### src/rtl/trig_sel_pkg.sv
// Shared mode encoding and sizes for the trigger output selector.
package trig_sel_pkg;
    localparam int MODE_W = 4;
    localparam int CH_N   = 6;

    // Mode codes; numeric values are the external encoding of mode_sel.
    typedef enum logic [MODE_W-1:0] {
        TM_SWUPD   = 4'd0,
        TM_CNTEN   = 4'd1,
        TM_UPDEVT  = 4'd2,
        TM_MATCH1  = 4'd3,
        TM_REF1    = 4'd4,
        TM_REF2    = 4'd5,
        TM_REF3    = 4'd6,
        TM_REF4    = 4'd7,
        TM_REF5    = 4'd8,
        TM_REF6    = 4'd9,
        TM_BOTH4   = 4'd10,
        TM_BOTH6   = 4'd11,
        TM_R4_R6   = 4'd12,
        TM_R4_F6   = 4'd13,
        TM_R5_R6   = 4'd14,
        TM_R5_F6   = 4'd15
    } trig_mode_e;

    // Channel indices (zero-based) used by the pulse modes.
    localparam int IDX_CH4 = 3;
    localparam int IDX_CH5 = 4;
    localparam int IDX_CH6 = 5;
endpackage

### src/rtl/trig_ref_history.sv
// Edge finder for the compare references.
// Keeps a registered copy of each reference and reports rising and falling
// edges against it. The copy updates every cycle regardless of mode.
// Assumes cmp_ref is synchronous to clk.
module trig_ref_history #(
    parameter int NCH = 6
) (
    input  logic           clk,
    input  logic           rst_n,
    input  logic [NCH-1:0] ref_now,
    output logic [NCH-1:0] ref_rise,
    output logic [NCH-1:0] ref_fall
);
    logic [NCH-1:0] ref_prev;

    for (genvar g = 0; g < NCH; g++) begin : g_ch
        // Hold last cycle's level; cleared low by reset.
        always_ff @(posedge clk) begin
            if (!rst_n) ref_prev[g] <= 1'b0;
            else        ref_prev[g] <= ref_now[g];
        end
        // Compare current level with the stored one.
        assign ref_rise[g] =  ref_now[g] & ~ref_prev[g];
        assign ref_fall[g] = ~ref_now[g] &  ref_prev[g];
    end
endmodule

### src/rtl/trig_level_mux.sv
// Level source selector for modes 0 to 9.
// Returns 0 for any pulse mode; the top picks the pulse path there.
// Assumes at least six compare channels.
module trig_level_mux
    import trig_sel_pkg::*;
#(
    parameter int NCH = 6
) (
    input  trig_mode_e     mode,
    input  logic           sw_update,
    input  logic           cnt_en,
    input  logic           update_evt,
    input  logic           ch1_match,
    input  logic [NCH-1:0] cmp_ref,
    output logic           level
);
    localparam int IDX_W = $clog2(NCH);

    logic [IDX_W-1:0] ref_idx;

    // Map a reference mode to its zero-based channel index.
    always_comb ref_idx = IDX_W'(mode - TM_REF1);

    // Pick the level that matches the mode.
    always_comb begin
        unique case (mode)
            TM_SWUPD:  level = sw_update;
            TM_CNTEN:  level = cnt_en;
            TM_UPDEVT: level = update_evt;
            TM_MATCH1: level = ch1_match;
            TM_REF1, TM_REF2, TM_REF3,
            TM_REF4, TM_REF5, TM_REF6:
                       level = cmp_ref[ref_idx];
            default:   level = 1'b0;
        endcase
    end
endmodule

### src/rtl/trig_pulse_gen.sv
// Edge-pulse combiner for modes 10 to 15.
// Merges the selected edges by OR, so edges that coincide give one pulse.
// Returns 0 for level modes.
module trig_pulse_gen
    import trig_sel_pkg::*;
#(
    parameter int NCH = 6
) (
    input  trig_mode_e     mode,
    input  logic [NCH-1:0] ref_rise,
    input  logic [NCH-1:0] ref_fall,
    output logic           pulse
);
    logic both4, both6;

    // Either-edge terms for the single-channel modes.
    always_comb begin
        both4 = ref_rise[IDX_CH4] | ref_fall[IDX_CH4];
        both6 = ref_rise[IDX_CH6] | ref_fall[IDX_CH6];
    end

    // Edge combination per pulse mode.
    always_comb begin
        unique case (mode)
            TM_BOTH4: pulse = both4;
            TM_BOTH6: pulse = both6;
            TM_R4_R6: pulse = ref_rise[IDX_CH4] | ref_rise[IDX_CH6];
            TM_R4_F6: pulse = ref_rise[IDX_CH4] | ref_fall[IDX_CH6];
            TM_R5_R6: pulse = ref_rise[IDX_CH5] | ref_rise[IDX_CH6];
            TM_R5_F6: pulse = ref_rise[IDX_CH5] | ref_fall[IDX_CH6];
            default:  pulse = 1'b0;
        endcase
    end
endmodule

### src/rtl/trig_out_sel.sv
// Secondary trigger output selector of a timer.
// Forms the counter-enable level, selects a level or edge-pulse source by
// mode_sel and registers the result, so the output lags its inputs by one
// clock. Assumes all inputs are synchronous to clk.
module trig_out_sel
    import trig_sel_pkg::*;
#(
    parameter int NCH = CH_N
) (
    input  logic              clk,
    input  logic              rst_n,
    input  logic [MODE_W-1:0] mode_sel,
    input  logic              sw_update,
    input  logic              cnt_en_sw,
    input  logic              trig_gate_in,
    input  logic              gated_mode,
    input  logic              update_evt,
    input  logic              ch1_match,
    input  logic [NCH-1:0]    cmp_ref,
    output logic              trig_out
);
    trig_mode_e     mode;
    logic           cnt_en;
    logic [NCH-1:0] ref_rise, ref_fall;
    logic           level, pulse, next_out, trig_q;

    // Decode the raw mode field.
    always_comb mode = trig_mode_e'(mode_sel);

    // Counter enable: software bit, gated by the trigger input when asked.
    always_comb cnt_en = cnt_en_sw & (trig_gate_in | ~gated_mode);

    trig_ref_history #(.NCH(NCH)) u_hist (
        .clk      (clk),
        .rst_n    (rst_n),
        .ref_now  (cmp_ref),
        .ref_rise (ref_rise),
        .ref_fall (ref_fall)
    );

    trig_level_mux #(.NCH(NCH)) u_lvl (
        .mode       (mode),
        .sw_update  (sw_update),
        .cnt_en     (cnt_en),
        .update_evt (update_evt),
        .ch1_match  (ch1_match),
        .cmp_ref    (cmp_ref),
        .level      (level)
    );

    trig_pulse_gen #(.NCH(NCH)) u_pls (
        .mode     (mode),
        .ref_rise (ref_rise),
        .ref_fall (ref_fall),
        .pulse    (pulse)
    );

    // Choose the pulse path for modes 10 and above.
    always_comb next_out = (mode >= TM_BOTH4) ? pulse : level;

    // Output register.
    always_ff @(posedge clk) begin
        if (!rst_n) trig_q <= 1'b0;
        else        trig_q <= next_out;
    end

    assign trig_out = trig_q;
endmodule

### config.mk
export PLATFORM = sky130hd
export DESIGN_NAME = trig_out_sel
export DESIGN_NICKNAME = d
export VERILOG_FILES = /design/src/rtl/trig_sel_pkg.sv /design/src/rtl/trig_ref_history.sv /design/src/rtl/trig_level_mux.sv /design/src/rtl/trig_pulse_gen.sv /design/src/rtl/trig_out_sel.sv
export SDC_FILE = /design/constraint.sdc
export NUM_CORES = 1
export LEC_CHECK = 0
export BUFFER_PORTS_ARGS = -buffer_cell sky130_fd_sc_hd__buf_2
export CAP_MARGIN = 0
export CORE_AREA = 3 3 40 42
export CTS_BUF_LIST = sky130_fd_sc_hd__clkbuf_16
export DETAILED_ROUTE_END_ITERATION = 12
export DIE_AREA = 0 0 43 45
export PLACE_DENSITY = 0.52
export SLEW_MARGIN = 10
export SYNTH_ARGS = -nofsm -noshare
export SYNTH_HDL_FRONTEND = slang
export SYNTH_SLANG_ARGS = --single-unit
### constraint.sdc
create_clock -name clk -period 1.8 [get_ports clk]
set_input_delay 0.36 -clock clk [delete_from_list [all_inputs] [get_ports clk]]
set_output_delay 0.36 -clock clk [all_outputs]
set_load 0.02 [all_outputs]
== Word-level counts from Yosys, hierarchy flattened ==
Cells that the tools add are included.

* Equal/unequal tests: 15
* Multiplexer cells: 5
* Reduce and logical (&&, ||, !) cells: 2
* Bitwise logic cells: 19
* Add/subtract/negate cells: 1
* Order comparisons: 2

{| class="wikitable"
|+ Operators by type and width
! operator !! number
|-
| $eq 4x4->1 const B || 8
|-
| $eq 4x3->1 const B || 4
|-
| $eq 4x2->1 const B || 2
|-
| $or 1x1->1 || 7
|-
| $and 1x1->1 || 6
|-
| $not 1->1 || 6
|-
| $pmux 1 s6 || 1
|-
| $reduce_or 6->1 || 1
|-
| $pmux 1 s5 || 1
|-
| $eq 4x1->1 const B || 1
|-
| $ge 4x4->1 const B || 1
|-
| $logic_not 4->1 || 1
|-
| $lt 3x4->1 const B || 1
|-
| $bmux 1 s3 || 1
|-
| $sub 3x3->3 const B || 1
|-
| $mux 1 || 2
|}

* Flip-flop bits (word level): 4
* Input port bits: 18
* Logic and storage cells: 48
* Output and inout bits: 1

== Logic depth before layout (Yosys ltp) ==
Gate-level depths: netlist of run 1.

* Word-level depth: 5
* Gate-level depth with buffers: 7
* Mapped depth without buffers: 7

== Modules after synthesis ==
A second synthesis of run 1 with hierarchy kept.

* Cell total of the unflattened synthesis: 52
* Area total of the unflattened synthesis: 459.2 um^2

{| class="wikitable"
|+ By module, submodules not included
! module !! area each (um^2) !! seq. area each (um^2) !! instances !! cells an instance
|-
| trig_ref_history || 232.7 || 120.1 || 1 || 24
|-
| trig_level_mux || 103.8 || 0.0 || 1 || 12
|-
| trig_pulse_gen || 65.1 || 0.0 || 1 || 9
|-
| trig_out_sel || 57.6 || 20.0 || 1 || 7
|}

== Least setup slack after synthesis of run 1 ==
No wires, ideal clock.

* Kind: input to register
* From: input mode_sel[0]
* To: register trig_q (netlist: trig_out)
* Cell stages on the path: 5
* Setup slack: 0.484 ns
* Buffers on the path: 1
* Required time: 1.685 ns
* Arrival: 1.201 ns
* Library setup time: 0.115 ns
* Cells stage by stage: buf_6 mux2_4 a22oi_2 a31oi_1 o21a_1

* Cells in the longest elaborated chain, start to end: 5
* Elaborated cells between the ends (all ways): 24
* Those cells by class: 1 x add/sub; 1 x order compare; 15 x eq/ne; 5 x mux; 2 x reduce/logical

{| class="wikitable"
|+ RTL lines
! item !! line !! text
|-
| start, declared || trig_out_sel.sv:12 || <nowiki>input logic [MODE_W-1:0] mode_sel,</nowiki>
|-
| $sub 3x3->3 || trig_level_mux.sv:22 || <nowiki>always_comb ref_idx = IDX_W'(mode - TM_REF1);</nowiki>
|-
| $bmux 1 s3 || trig_level_mux.sv:33 || <nowiki>level = cmp_ref[ref_idx];</nowiki>
|-
| $mux 1 (implied by the code) || trig_level_mux.sv:33 ||
|-
| $pmux 1 s5 || trig_level_mux.sv:26 || <nowiki>unique case (mode)</nowiki>
|-
| $mux 1 (*) || trig_out_sel.sv:59 || <nowiki>always_comb next_out = (mode >= TM_BOTH4) ? pulse : level;</nowiki>
|-
| end signal, assigned || trig_out_sel.sv:64 || <nowiki>else trig_q <= next_out;</nowiki>
|-
| end, declared || trig_out_sel.sv:25 || <nowiki>logic level, pulse, next_out, trig_q;</nowiki>
|}

Every way passes the cells marked *; elsewhere a longest branch is shown, timed or not. The select of a mux whose other input is x is not followed.
A chain may end at the register's enable or synchronous reset.

== Worst setup path in the final report of run 1 ==
Ends and elaborated chain as after synthesis.

==> reports/qor.txt, run 1 <==
Worst-path maximum fanout - 8
Synth warn - 0
Share of flip-flops with an asynchronous set or reset - 0%
# clock sinks - 4
Peak supply drop - 0.528 mV
Synth top area share - 24.2%
Critical path class - in -> reg
Initial Util - 25.8%
Worst Hold Path Cells - 2
Final Cycle Share - 68.7%
PD cells - 1020 nW/µm²
Met2 Use GR - 14.7%
M1 GR Usage - 10.3%
Top post-synthesis cells by area - dfxtp_1 (24%), mux2i_1 (15%), ha_1 (7.5%)
Die H - 45 µm
Chip width - 43 µm
Num ports - 19
Layout cells sized above 1 - 40.4%
Clock buffer depth - 2
Total Routing Usage GR - 8.73%
Delay-heaviest family, CP - compound AO/OA/AOI/OAI gates
Rel. slew slack - 85.5%
Fmax - 808 MHz
Main synth FF type - dfxtp_1
Placement row count - 13
Startpoint Class - primary input
Outcome - finished, final reports clean
Minimum clock period - 1.24 ns
Worst r2r path cells - 7
RSZ-0062 raised after global routing - false
Post-Syn Area per Cell - 8.73 µm²
Synth top cells by count - mux2i_1 (5), dfxtp_1 (4), and2_1 (3), inv_1 (3)
TritonCTS clock tree - yes
#FFs+latches synth - 4
TNS Setup - 0 ns
Detailed Route WL - 671 µm
Synthesized area - 332 µm²
Area Overhead vs Synth - 50.6%
Clock transition at path regs - 0.03 ns
First-pass GRT wire length - 1290 µm
Placed cell area - 424 µm²
Reg2Reg Launch Point - u_hist.ref_prev[5]$_SDFF_PN0_
Post-CTS Setup Repair Bufs - 0
Starting DRT DRC Count - 4
Final setup viols - 0
Diode count - 0
Via count - 316
Drt pass-1 iters - 4
Worst Path Buf+Inv - 1
Nets - 79
GR peak layer - met2
Hold_buf cts - 0
Power Total - 509 µW
Crit-path cells - buf_2 > mux2_4 > a22oi_2 > a31oi_1 > o21a_1
Die area - 1940 µm²
HPWL after DPL - 545 µm
Hold Path End - u_hist.ref_prev[4]$_SDFF_PN0_
Root buf cell - clkbuf_16
LEAKAGE - 0.246 nW
DR WL/cell - 9.32 µm
CP required - 1.91 ns
Post-route ant nets - 0
CP Capture Type - flip-flop
Post_cts resized - 0
Crit path max-delay cell type - mux2_4
Final Wtd Congestion - 0.653
RR Endpoint - trig_out$_SDFF_PN0_
Core Region - 1280 µm²
Syn Nets - 58
# H-tree levels - 1
Initial antenna violation count - 0
Largest net degree at the start of global routing - 10
Crit path DAT - 1.35 ns
Min-delay src - cmp_ref[4]
Yosys cell types - 20
Final instance area - 499 µm²
Total gr overflow - 0
Number of synthesized flops with an enable pin - 0
PortBufs - 18
Largest stage delay on the critical path - 0.32 ns
Worst slew pin tran - 0.216 ns
CTS buffer count - 3
Via density - 4.39
Min-Delay Path Class - in -> reg
Area leader, netlist - dfxtp_1
Vias in the first global route - 329
Final Hold Fails - 0
M3 GR Usage - 2.79%
Slew Limit Fails - 0
Post-Route Skew - 0.00148 ns
Number of remaining DRC errors - 0
Most frequent cell after synthesis - mux2i_1
Syn Inst Count - 38
Clk_lat worst skew - 0.22 ns
Register area share after synthesis - 24.2%
Max_cap viols - 0
R2R Setup Slk - 0.59 ns
[where the power goes]
part,switching [mW],leakage [nW],internal [mW],total [mW]
combinational,0.0325,0.176,0.0387,0.0712
clock,0.0570,0.0370,0.283,0.340
sequential,0.00203,0.0334,0.0953,0.0973
[through the flow]
step,utilization (%),hold slack (ns),cells,setup slack [ns]
3_5_place_dp,33.0,0.611,69,0.331
5_1_grt,38.9,0.415,72,0.418
4_1_cts,38.9,0.384,72,0.555
6_report,38.9,0.385,72,0.563
3_3_place_gp,33.0,0.603,69,0.332
2_1_floorplan,-,0.478,38,0.484
[area by class of cell]
class	instances	area, µm²
clock buffers	3	75.1
fillers	135	786
inverters	3	11.3
multi-input cells	29	224
flip-flops and latches	4	80.1
well taps	15	18.8
repair buffers	18	90.1
[logic make-up after synthesis]
logic type      after synthesis  synth area share [%]
compound gates                7                  14.0
xor+xnor                      1                  2.64
fa+ha+maj                     2                  7.55
buf+inv                       5                  8.30
flops                         4                  24.2
mux                           6                  19.6
simple gates                 13                  23.8
[layer usage]
layer  share of wire (%)  up-vias  wire length [µm]
met5                   0        -                 0
met4                   0        0                 0
met3                  11        0                74
met2                  42       12               284
met1                  46      130               312
li1                    -      174                 -
[flip-flops by register name, summed over array words and instances (netlist names)]
| signal | flops |
|---|---|
| u_hist.ref_prev | 3 |
| trig_out | 1 |
[cell usage in the layout (no fill, tap or decap), types with 2 or more instances in the layout]
cell type,n
dfxtp_1,4
ha_1,2
clkbuf_16,3
inv_1,3
nor2_1,2
a21oi_1,2
mux2i_1,5
nand2b_1,2
nor3b_1,2
and2_1,3
o21ai_0,2
nor3_1,2
buf_2,18
[worst reg2reg max path: stages (launching register included)]
cell and delay (ns):
dfxtp_1 0.32, inv_1 0.04, ha_1 0.17, mux2i_1 0.12
o21ai_0 0.10, a21oi_1 0.13, nor3b_1 0.06, o21a_1 0.16
[worst max path at each step]
stage                                  start                   to  slack [ns]  depth (start not counted)
2_1_floorplan                    mode_sel[0]  trig_out$_SDFF_PN0_        0.48                          5
3_3_place_gp                     mode_sel[0]  trig_out$_SDFF_PN0_        0.33                          5
3_5_place_dp                     mode_sel[0]  trig_out$_SDFF_PN0_        0.33                          6
4_1_cts                          mode_sel[0]  trig_out$_SDFF_PN0_        0.56                          5
5_1_grt        u_hist.ref_prev[5]$_SDFF_PN0_  trig_out$_SDFF_PN0_        0.42                          7
6_report                         mode_sel[0]  trig_out$_SDFF_PN0_        0.56                          5
(Power assumes the default switching activity.)
==> run 2, diff against run 1 <==
Settings changed: ABC_AREA from default to 1, PLACE_DENSITY 0.52 to 0.55.
Clock period 1.8 ns to 1.2 ns, I/O delays scaled along.
==> run 2 against run 1 <==
Global-route usage up 2.1 points. Clock power up 52%. Utilization up 3.3 points. Final cell count up 40%. First-iteration DRC count up 50%. Sequential power up 49%. Critical path depth up 2. Largest cell class unchanged. Highest routed layer is now met4. Synthesized area up 11%.
==> reports/qor.txt, run 2 <==
Placement row count - 13
Register area share after synthesis - 21.7%
TritonCTS clock tree - yes
Clock buffer depth - 2
Inst Count DP - 98
Syn Nets - 86
Crit-path cells - inv_1 > ha_1 > or2_0 > o21ai_0 > nand2_1 > nand3_2 > a21oi_2
DR WL/cell - 9.45 µm
Worst-path maximum fanout - 2
Minimum clock period - 1.09 ns
Synthesized area - 369 µm²
# clock sinks - 4
Core Region - 1280 µm²
Final Hold Fails - 0
Startpoint Class - flip-flop
Initial antenna violation count - 0
Clock transition at path regs - 0.03 ns
Total gr overflow - 0
Synth warn - 0
Hold slack - 0.249 ns
Via density - 4.45
Worst Path Buf+Inv - 1
Post-Syn Area per Cell - 5.59 µm²
Clk_lat worst skew - 0.22 ns
Number of synthesized flops with an enable pin - 0
Top post-synthesis cells by area - nand2_1 (26%), dfxtp_1 (22%), nand3_1 (12%)
#FFs+latches synth - 4
Slew Limit Fails - 0
Total Routing Usage GR - 10.8%
Die area - 1940 µm²
PortBufs - 18
Starting DRT DRC Count - 6
Outcome - finished, final reports clean
Main synth FF type - dfxtp_1
Largest Register - u_hist.ref_prev
Area leader, netlist - nand2_1
Hold_buf cts - 0
Finished Layout Cells - 101
Most frequent cell after synthesis - nand2_1
Nets - 108
Crit path DAT - 1.20 ns
Chip width - 43 µm
First-pass GRT wire length - 1550 µm
Max FFs per register - 3
TNS Setup - 0 ns
Delay-heaviest family, CP - simple AND/OR/NAND/NOR gates
Root buf cell - clkbuf_16
M3 GR Usage - 3.19%
Post_cts resized - 0
Final instance area - 542 µm²
Met2 Use GR - 16.8%
Rel. slew slack - 88.1%
Post-Route Skew - 0.00284 ns
Share of flip-flops with an asynchronous set or reset - 0%
Diode count - 0
Vias in the first global route - 393
Placed cell area - 467 µm²
Largest stage delay on the critical path - 0.32 ns
Number of remaining DRC errors - 0
Peak supply drop - 0.935 mV
Largest net degree at the start of global routing - 10
Drt pass-1 iters - 4
CTS buffer count - 3
Synth top area share - 26.4%
M1 GR Usage - 13.0%
Syn Inst Count - 66
Yosys cell types - 14
Initial Util - 28.7%
Final setup viols - 0
Post-CTS Setup Repair Bufs - 0
Power Total - 779 µW
Final Wtd Congestion - 0.739
Min-Delay Path Class - in -> reg
Crit path max-delay cell type - dfxtp_1
PD cells - 1440 nW/µm²
GR peak layer - met2
CP required - 1.31 ns
Most common cell after layout, fill and taps aside - nand2_1
LEAKAGE - 0.333 nW
Area Overhead vs Synth - 46.8%
CP Capture Type - flip-flop
Max_cap viols - 0
Synth top cells by count - nand2_1 (26), inv_1 (12), nand3_1 (9), dfxtp_1 (4), nor2_1 (4)
# H-tree levels - 1
Commonest non-fill, non-tap cells in the layout - nand2_1 (26), buf_2 (18), inv_1 (12)
Final Cycle Share - 91.0%
RSZ-0062 raised after global routing - false
Worst slew pin tran - 0.179 ns
Via count - 449
Critical path class - reg -> reg
HPWL after DPL - 719 µm
Fmax - 916 MHz
Die H - 45 µm
Post-route ant nets - 0
Layout cells sized above 1 - 30.2%
Num ports - 19
Detailed Route WL - 954 µm
[run 2: logic make-up after synthesis]
logic type | synth area share, %
simple gates | 50.5
compound gates | 3.73
fa+ha+maj | 6.78
buf+inv | 17.3
flops | 21.7
[run 2: through the flow]
| stage | util (%) | setup WS, ns |
|---|---|---|
| after floorplan | - | 0.167 |
| after global placement | 36.3 | 0.0681 |
| after detailed placement | 36.3 | 0.0379 |
| after CTS | 42.2 | 0.0897 |
| after global routing | 42.2 | 0.0300 |
| final | 42.2 | 0.108 |
[run 2: worst paths after layout]
path                                       from                            end  slack, ns  depth (start not counted)
setup reg to reg  u_hist.ref_prev[5]$_SDFF_PN0_            trig_out$_SDFF_PN0_       0.11                          7
setup / recovery  u_hist.ref_prev[5]$_SDFF_PN0_            trig_out$_SDFF_PN0_       0.11                          7
hold reg to reg   u_hist.ref_prev[3]$_SDFF_PN0_            trig_out$_SDFF_PN0_       0.67                          6
hold / removal                       cmp_ref[5]  u_hist.ref_prev[5]$_SDFF_PN0_       0.25                          3
[run 2: worst register-to-register path, stage by stage (launching register included)]
cell     delay (ns)
dfxtp_1        0.32
inv_1          0.04
ha_1           0.15
or2_0          0.19
o21ai_0        0.07
nand2_1        0.08
nand3_2        0.07
a21oi_2        0.05
[run 2: power breakdown]
group / internal [mW] / switching, mW
combinational: 0.0496 / 0.0664
clock: 0.426 / 0.0922
sequential: 0.143 / 0.00271
total: 0.618 / 0.161
[run 2: final cells by class]
type / count / area, µm²
Clock buffer: 3 / 75.1
Fill cell: 151 / 743
Inverter: 14 / 52.6
Multi-Input combinational cell: 47 / 225
Sequential cell: 4 / 80.1
Tap cell: 15 / 18.8
Timing Repair Buffer: 18 / 90.1
[run 2: per-layer routing]
metal / vias up / part of all wire (%) / routed length, µm
met5: - / 0 / 0
met2: 20 / 42 / 404
met4: 0 / 1.5 / 14
met3: 2 / 9.4 / 90
li1: 239 / - / -
met1: 188 / 47 / 444
==> run 3, diff against run 2 <==
Settings changed: PLACE_DENSITY 0.55 to 0.59.
==> run 3 against run 2 <==
Sequential power is essentially flat. Flip-flop and latch count is the same. Via count grew 2.9%. Largest power group unchanged. Clock-buffer cell count is the same. Global-route usage grew 1.6 points. Combinational power is essentially flat. Utilization is the same. Non-clock buffer count is the same. Clock power grew 1%. Cell area is the same. Worst hold slack lost 0.0074 ns. Critical endpoint unchanged. Largest cell class unchanged. Highest routed layer unchanged. Register-to-register slack lost 0.05 ns.
==> reports/qor.txt, run 3 (synthesized netlist as in run 2, its figures left out) <==
Total Routing Usage GR - 12.4%
Drt pass-1 iters - 4
Via count - 462
Post-route ant nets - 0
Final Cycle Share - 94.8%
Final WS setup - 0.0621 ns
Number of remaining DRC errors - 0
Minimum clock period - 1.14 ns
Wl on met1 - 363 µm
DP Worst Slack - 0.0139 ns
Post-CTS Setup Repair Bufs - 0
Worst slew pin tran - 0.183 ns
Delay-heaviest family, CP - simple AND/OR/NAND/NOR gates
Vias in the first global route - 447
CP Capture Type - flip-flop
TritonCTS clock tree - yes
Clock transition at path regs - 0.03 ns
Placement row count - 13
Final Wtd Congestion - 0.797
Critical path startpoint - u_hist.ref_prev[5]$_SDFF_PN0_
Root buf cell - clkbuf_16
Starting DRT DRC Count - 9
Final setup viols - 0
Commonest non-fill, non-tap cells in the layout - nand2_1 (26), buf_2 (18), inv_1 (12)
Peak supply drop - 0.813 mV
HPWL after DPL - 737 µm
Initial Util - 28.7%
Worst-path maximum fanout - 2
Max FFs per register - 3
Die H - 45 µm
Max_cap viols - 0
Core Region - 1280 µm²
RR Endpoint - trig_out$_SDFF_PN0_
First-pass GRT wire length - 1710 µm
Fmax - 879 MHz
Total gr overflow - 0
CTS buffer count - 3
PortBufs - 18
Largest Register - u_hist.ref_prev
Rel. slew slack - 87.7%
Clock buffer depth - 2
Initial antenna violation count - 0
Met2 wire len - 460 µm
Layout cells sized above 1 - 30.2%
Worst Hold Path Cells - 3
Outcome - finished, final reports clean
Crit path DAT - 1.25 ns
Reg2Reg Launch Point - u_hist.ref_prev[5]$_SDFF_PN0_
Detailed Route WL - 926 µm
Critical path class - reg -> reg
Num ports - 19
Largest net degree at the start of global routing - 10
Power Total - 784 µW
Min-Delay Path Class - in -> reg
R2R Setup Slk - 0.06 ns
RSZ-0062 raised after global routing - false
Slew Limit Fails - 0
Diode count - 0
# H-tree levels - 1
Min-delay src - cmp_ref[4]
Startpoint Class - flip-flop
Nets - 108
Die area - 1940 µm²
Worst r2r path cells - 7
Area Overhead vs Synth - 46.8%
DR WL/cell - 9.17 µm
# clock sinks - 4
PD cells - 1450 nW/µm²
Final Hold Fails - 0
Via density - 4.57
Post-Route Skew - 0.00242 ns
Hold Path End - u_hist.ref_prev[4]$_SDFF_PN0_
LEAKAGE - 0.333 nW
Routed wl met3 - 60 µm
Highest routed layer - met4
Largest stage delay on the critical path - 0.32 ns
Most common cell after layout, fill and taps aside - nand2_1
CP required - 1.31 ns
TNS Setup - 0 ns
Chip width - 43 µm
Worst Path Buf+Inv - 1
Clk_lat worst skew - 0.23 ns
Hold_buf cts - 0
Post_cts resized - 0
Crit-path cells - inv_1 > ha_1 > or2_0 > o21ai_0 > nand2_1 > nand3_2 > a21oi_2
Crit path max-delay cell type - dfxtp_1
[run 3: cell counts in the layout (fill, tap and decap cells not counted)]
No cell type changed its count.
[run 3: routing by layer]
layer	vias to the layer above	global-route usage (%)
li1	240	-
met1	205	12.0
met2	12	19.8
met3	5	3.19
met4	0	15.1
met5	-	0
[run 3: worst max-delay path by stage]
stage	slack (ns)	cells past startpoint	end
6_report	0.06	7	trig_out$_SDFF_PN0_
4_1_cts	0.07	7	trig_out$_SDFF_PN0_
2_1_floorplan	0.17	7	trig_out$_SDFF_PN0_
3_3_place_gp	0.07	8	trig_out$_SDFF_PN0_
3_5_place_dp	0.01	8	trig_out$_SDFF_PN0_
5_1_grt	0.02	7	trig_out$_SDFF_PN0_
[run 3: report_power, final]
part           leakage, nW  switching (mW)  internal, mW  total, mW
clock network       0.0370          0.0972         0.426      0.523
registers           0.0333         0.00294         0.143      0.146
logic                0.263          0.0656        0.0497      0.115
total                0.333           0.166         0.618      0.784
[run 3: layout make-up]
type	instances	area, µm²
well taps	15	18.8
clock buffers	3	75.1
flip-flops and latches	4	80.1
inverters	14	52.6
repair buffers	18	90.1
fillers	148	743
multi-input cells	47	225
[run 3: tightest hold or removal path, stage by stage]
cell	delay (ns)
buf_2	0.11
nand2_1	0.05
inv_1	0.04
[run 3: through the flow]
step / cell area, µm² / hold WS [ns] / util, % / cells
floorplan: 369 / 0.333 / - / 66
global placement: 467 / 0.467 / 36.3 / 98
detailed placement: 467 / 0.475 / 36.3 / 98
CTS: 542 / 0.245 / 42.2 / 101
global route: 542 / 0.275 / 42.2 / 101
finish: 542 / 0.242 / 42.2 / 101
